<file path="config.mk">
export PLATFORM = sky130hd
export DESIGN_NAME = scan_fetch
export DESIGN_NICKNAME = d
export VERILOG_FILES = /design/src/rtl/scan_fetch_pkg.sv /design/src/rtl/scan_fetch_addr.sv /design/src/rtl/scan_fetch_buf.sv /design/src/rtl/scan_fetch_req.sv /design/src/rtl/scan_fetch.sv
export SDC_FILE = /design/constraint.sdc
export NUM_CORES = 1
export LEC_CHECK = 0
export CAP_MARGIN = 30
export CORE_ASPECT_RATIO = 1.1
export CORE_UTILIZATION = 35
export CTS_CLUSTER_DIAMETER = 40
export DETAILED_ROUTE_END_ITERATION = 6
export PLACE_DENSITY = 0.68
export SLEW_MARGIN = 20
export SYNTH_ARGS = -nofsm -noshare
export SYNTH_HDL_FRONTEND = slang
export SYNTH_HIERARCHICAL = 1
export SYNTH_SLANG_ARGS = --single-unit
</file>
<file path="constraint.sdc">
create_clock -name clk -period 2.61 [get_ports clk]
set_clock_uncertainty 0.15 [all_clocks]
set_input_delay 0.522 -clock clk [delete_from_list [all_inputs] [get_ports clk]]
set_output_delay 0.522 -clock clk [all_outputs]
set_load 0.1 [all_outputs]
</file>
<file path="src/rtl/scan_fetch_pkg.sv">
package scan_fetch_pkg;
  typedef enum logic [1:0] {
    REQ_IDLE,
    REQ_ASK,
    REQ_WAIT,
    REQ_REST
  } req_state_t;
endpackage

</file>
<file path="src/rtl/scan_fetch_addr.sv">
module scan_fetch_addr #(
  parameter int ADDR_W = 16,
  parameter logic [ADDR_W-1:0] REG_BASE  = 'h0000,
  parameter logic [ADDR_W-1:0] REG_END   = 'h01FF,
  parameter logic [ADDR_W-1:0] NORM_BASE = 'h0200,
  parameter logic [ADDR_W-1:0] NORM_END  = 'h05FF,
  parameter int FULL_SPAN = 2,
  parameter int HALF_SPAN = 4,
  localparam int PH_W = $clog2(HALF_SPAN)
) (
  input  logic              clk,
  input  logic              rst_n,
  input  logic              frame_start,
  input  logic              view_regs,
  input  logic              half_width,
  input  logic              char_tick,
  output logic [ADDR_W-1:0] addr,
  output logic [PH_W-1:0]   phase,
  output logic              adv_evt,
  output logic              reload_evt
);
  localparam logic [ADDR_W-1:0] WORD_STEP = ADDR_W'(2);
  localparam logic [ADDR_W-1:0] EVEN_MASK = ~ADDR_W'(1);

  function automatic logic [ADDR_W-1:0] region_base(input logic regs);
    return regs ? REG_BASE : NORM_BASE;
  endfunction

  function automatic logic [ADDR_W-1:0] region_last(input logic regs);
    return (regs ? REG_END : NORM_END) & EVEN_MASK;
  endfunction

  function automatic logic [ADDR_W-1:0] word_step(input logic [ADDR_W-1:0] a,
                                                  input logic regs);
    return (a >= region_last(regs)) ? region_base(regs) : a + WORD_STEP;
  endfunction

  function automatic logic [PH_W-1:0] phase_top(input logic half);
    return half ? PH_W'(HALF_SPAN - 1) : PH_W'(FULL_SPAN - 1);
  endfunction

  assign reload_evt = frame_start;
  assign adv_evt    = !frame_start && char_tick && (phase >= phase_top(half_width));

  always_ff @(posedge clk or negedge rst_n) begin
    if (!rst_n) begin
      addr  <= NORM_BASE;
      phase <= '0;
    end else if (reload_evt) begin
      addr  <= region_base(view_regs);
      phase <= '0;
    end else if (adv_evt) begin
      addr  <= word_step(addr, view_regs);
      phase <= '0;
    end else if (char_tick) begin
      phase <= phase + PH_W'(1);
    end
  end
endmodule

</file>
<file path="src/rtl/scan_fetch_buf.sv">
module scan_fetch_buf #(
  parameter int DATA_W = 16
) (
  input  logic              clk,
  input  logic              rst_n,
  input  logic              steal_n,
  input  logic              mclk_a,
  input  logic              mclk_b,
  input  logic [DATA_W-1:0] rd_bus,
  input  logic              char_strobe,
  output logic              buf_full,
  output logic [DATA_W-1:0] char_word,
  output logic              cap_evt,
  output logic              xfer_evt
);
  logic [DATA_W-1:0] hold_word;

  assign cap_evt  = !steal_n && mclk_a && mclk_b;
  assign xfer_evt = char_strobe && buf_full;

  always_ff @(posedge clk or negedge rst_n) begin
    if (!rst_n) begin
      hold_word <= '0;
      char_word <= '0;
      buf_full  <= 1'b0;
    end else begin
      if (xfer_evt) char_word <= hold_word;
      if (cap_evt) begin
        hold_word <= rd_bus;
        buf_full  <= 1'b1;
      end else if (xfer_evt) begin
        buf_full  <= 1'b0;
      end
    end
  end
endmodule

</file>
<file path="src/rtl/scan_fetch_req.sv">
module scan_fetch_req
  import scan_fetch_pkg::*;
(
  input  logic clk,
  input  logic rst_n,
  input  logic buf_full,
  input  logic cap_evt,
  input  logic next_steal_n,
  output logic fetch_req_n
);
  req_state_t state, state_nx;

  always_comb begin
    state_nx = state;
    case (state)
      REQ_IDLE: if (!buf_full) state_nx = REQ_ASK;
      REQ_ASK: begin
        if (!next_steal_n)  state_nx = REQ_WAIT;
        else if (buf_full)  state_nx = REQ_IDLE;
      end
      REQ_WAIT: if (cap_evt) state_nx = REQ_REST;
      REQ_REST: state_nx = REQ_IDLE;
      default:  state_nx = REQ_IDLE;
    endcase
  end

  always_ff @(posedge clk or negedge rst_n) begin
    if (!rst_n) state <= REQ_IDLE;
    else        state <= state_nx;
  end

  assign fetch_req_n = !((state == REQ_ASK) && next_steal_n && !buf_full);
endmodule

</file>
<file path="src/rtl/scan_fetch.sv">
module scan_fetch #(
  parameter int ADDR_W = 16,
  parameter int DATA_W = 16,
  parameter logic [ADDR_W-1:0] REG_BASE  = 'h0000,
  parameter logic [ADDR_W-1:0] REG_END   = 'h01FF,
  parameter logic [ADDR_W-1:0] NORM_BASE = 'h0200,
  parameter logic [ADDR_W-1:0] NORM_END  = 'h05FF,
  parameter int FULL_SPAN = 2,
  parameter int HALF_SPAN = 4
) (
  input  logic                 clk,
  input  logic                 rst_n,
  input  logic                 frame_start,
  input  logic                 view_regs,
  input  logic                 half_width,
  input  logic                 char_tick,
  input  logic                 next_steal_n,
  input  logic                 steal_n,
  input  logic                 mclk_a,
  input  logic                 mclk_b,
  input  logic [DATA_W-1:0]    rd_bus,
  input  logic                 char_strobe,
  output logic [ADDR_W-1:0]    fetch_addr,
  output logic                 fetch_req_n,
  output logic [DATA_W/2-1:0]  char_byte
);
  localparam int CHAR_W = DATA_W / 2;
  localparam int PH_W   = $clog2(HALF_SPAN);

  logic [PH_W-1:0]   phase;
  logic              adv_evt, reload_evt;
  logic              buf_full, cap_evt, xfer_evt;
  logic [DATA_W-1:0] char_word;

  function automatic logic pick_high(input logic [PH_W-1:0] ph, input logic half);
    return half ? (ph >= PH_W'(HALF_SPAN / 2)) : (ph >= PH_W'(FULL_SPAN / 2));
  endfunction

  scan_fetch_addr #(
    .ADDR_W(ADDR_W), .REG_BASE(REG_BASE), .REG_END(REG_END),
    .NORM_BASE(NORM_BASE), .NORM_END(NORM_END),
    .FULL_SPAN(FULL_SPAN), .HALF_SPAN(HALF_SPAN)
  ) u_addr (
    .clk(clk), .rst_n(rst_n), .frame_start(frame_start), .view_regs(view_regs),
    .half_width(half_width), .char_tick(char_tick), .addr(fetch_addr),
    .phase(phase), .adv_evt(adv_evt), .reload_evt(reload_evt)
  );

  scan_fetch_buf #(.DATA_W(DATA_W)) u_buf (
    .clk(clk), .rst_n(rst_n), .steal_n(steal_n), .mclk_a(mclk_a), .mclk_b(mclk_b),
    .rd_bus(rd_bus), .char_strobe(char_strobe), .buf_full(buf_full),
    .char_word(char_word), .cap_evt(cap_evt), .xfer_evt(xfer_evt)
  );

  scan_fetch_req u_req (
    .clk(clk), .rst_n(rst_n), .buf_full(buf_full), .cap_evt(cap_evt),
    .next_steal_n(next_steal_n), .fetch_req_n(fetch_req_n)
  );

  assign char_byte = pick_high(phase, half_width) ? char_word[DATA_W-1:CHAR_W]
                                                  : char_word[CHAR_W-1:0];
endmodule

</file>
==> run summary <==
Status -> completed
Syn Std Cell Area -> 0.002472 sq mm
Synth-to-layout area growth -> 32.29%
Final setup violation count -> 0
Sw power -> 1.037 mW
Clock sinks -> 52
Seq pwr share -> 38.1%
Crit. End Element -> output pin
CTS buffer count -> 5
Die width -> 82.14 um
Multi-input logic area -> 0.001091 sq mm
# nets final -> 285
Peak supply drop -> 0.5622 mV
Dpl ws -> 3.194 ps
PnR worst setup slack -> 37.03 ps
Max-cap violations -> 0
CTS H-Tree Depth -> 2
Power Total -> 2.807 mW
Largest net degree at the start of global routing -> 28
Hold_ws -> 357.0 ps
Clk network pwr share -> 20.8%
PortBufs -> 50
Post-CTS Setup Inserts -> 0
DIE HEIGHT -> 90.15 um
CTS tree -> built
GP Congestion -> 0.8364
DRC violations left -> 0
Vias -> 1747
Wire per inst -> 14.90 um
Pint -> 1.769 mW
Total Die Area -> 0.007404 sq mm
Avg Cell Area, Syn -> 12.61 sq um
Rows -> 31
Synthesized instance count -> 196
PwrDens -> 858.2 mW/mm^2
Initial DRT Pass Iterations -> 4
Layout cells sized above 1 -> 35.55%
Required time worst endpoint -> 1940 ps
Initial drt markers -> 126
Worst EP arrival -> 1900 ps
Grt ovf -> 0
Post-Route WL -> 5035 um
ANT nets after route -> 0
Vias in the first global route -> 1714
Final Slew Violations -> 0
Filler cells -> 611
Dpl cells -> 329
Filler-free cell count of the finished design -> 338
Clock transition at the registers of the reported paths -> 100 ps
CP Launch Type -> input port
Lkg Pwr -> 1.482 nW
Period utilization -> 98.58%
CTS max path bufs -> 2
Clock latency on the worst-skew pair -> 300 ps
RSZ-0062 raised after global routing -> true
Synth warn -> 6
All-Layer GR Usage -> 15.06%
Synth Net Count -> 226
Tmin final -> 2573 ps
First-pass GRT wire length -> 8597 um
Crit path max fanout -> 8
Drt via density -> 5.169
Hold crit path type -> flip-flop to flip-flop
Clock root cell -> clkbuf_8
Hold Violations, Final -> 0
Comb pwr share -> 41.1%
FF/Latch Area -> 0.001303 sq mm
Highest clock rate -> 388.7 MHz
CP Class -> input port to output pin
Starting Density -> 36.85%
HPWL after DPL -> 3592 um
# IOs -> 52
Sw Ratio -> 36.96%
Ant diodes -> 0
Initial antenna violation count -> 0
Core Area -> 0.006710 sq mm
worst max-delay path: stages:
cell and delay, ps:
clkdlybuf4s50_1 480, inv_1 70, a21oi_4 150, buf_12 150, mux2_2 360, buf_12 170
metal layers:
metal,vias up,track usage (%),part of all wire [%],routed length (um)
met5,-,0,0,0
met4,0,5.409,1.3,66
met1,864,21.82,48,2420
met2,41,22.04,47,2364
li1,837,-,-,-
met3,5,2.944,3.6,183
final cells by class:
| cell class | instances | share of cell area [%] |
|---|---|---|
| Sequential cell | 52 | 39.82 |
| Multi-Input combinational cell | 129 | 33.36 |
| Timing Repair Buffer | 57 | 18.82 |
| Tap cell | 82 | 3.137 |
| Clock buffer | 6 | 2.525 |
| Clock inverter | 2 | 1.186 |
| Inverter | 10 | 1.148 |
path summary, 6_finish.rpt:
| kind | from | slack (ps) | depth (start not counted) | endpoint |
|---|---|---|---|---|
| setup / recovery | half_width | 40 | 6 | char_byte[4] |
| min in group asynchronous | rst_n | 450 | 2 | u_addr/addr[2] |
| hold reg to reg | u_buf/char_word[6] | 360 | 1 | u_buf/char_word[6] |
| hold / removal | u_buf/char_word[6] | 360 | 1 | u_buf/char_word[6] |
| setup reg to reg | u_addr/addr[10] | 500 | 5 | u_addr/addr[9] |
| max in group asynchronous | rst_n | 1250 | 3 | u_buf/char_word[5] |
registers in the layout, summed over array words and instances, names as in the netlist:
| name | cells |
|---|---|
| u_buf/buf_full | 1 |
| u_addr/phase | 2 |
| u_req/state | 2 |
| u_buf/char_word | 16 |
| u_addr/addr | 15 |
| u_buf/hold_word | 16 |
metrics by stage:
step / TNS [ps] / area [sq um] / util [%]
3_5_place_dp: 0 / 3132 / 46.67
3_3_place_gp: 0 / 3132 / 46.67
5_1_grt: -108.2 / 3271 / 48.74
4_1_cts: -12.78 / 3267 / 48.69
2_1_floorplan: 0 / 2472 / -
6_report: 0 / 3271 / 48.74
timing repair:
action | CTS | global route
hold buffers | 1 | 0
endpoints found under the setup margin | 4 | 7
cloned | 0 | 0
hold endpoints to repair | 7 | 0
resized for setup | 1 | 1
pin swaps | 0 | 1
layout by cell type, fill, tap and decap left out, drive strengths merged, types with 2 or more instances in the layout:
cell type	n
o21ai	4
a21oi	7
mux2	40
and3	5
ha	3
nand3	8
nand4	5
o22ai	3
nand2	12
nor3	3
nand2b	4
a41oi	3
clkdlybuf4s50	25
buf	31
and2	4
dfrtp	51
clkbuf	6
a31oi	4
o31ai	2
nor2	6
inv	10
power groups by stage:
stage	clock [mW]	combinational, mW	sequential, mW
detailed placement	0	1.15	1.08
global route	0.635	1.20	1.09
CTS	0.601	1.16	1.07
floorplan	0	0.734	1.09
finish	0.584	1.15	1.07
global placement	0	1.14	1.08
No activity file was read; power rests on OpenSTA's default activity.
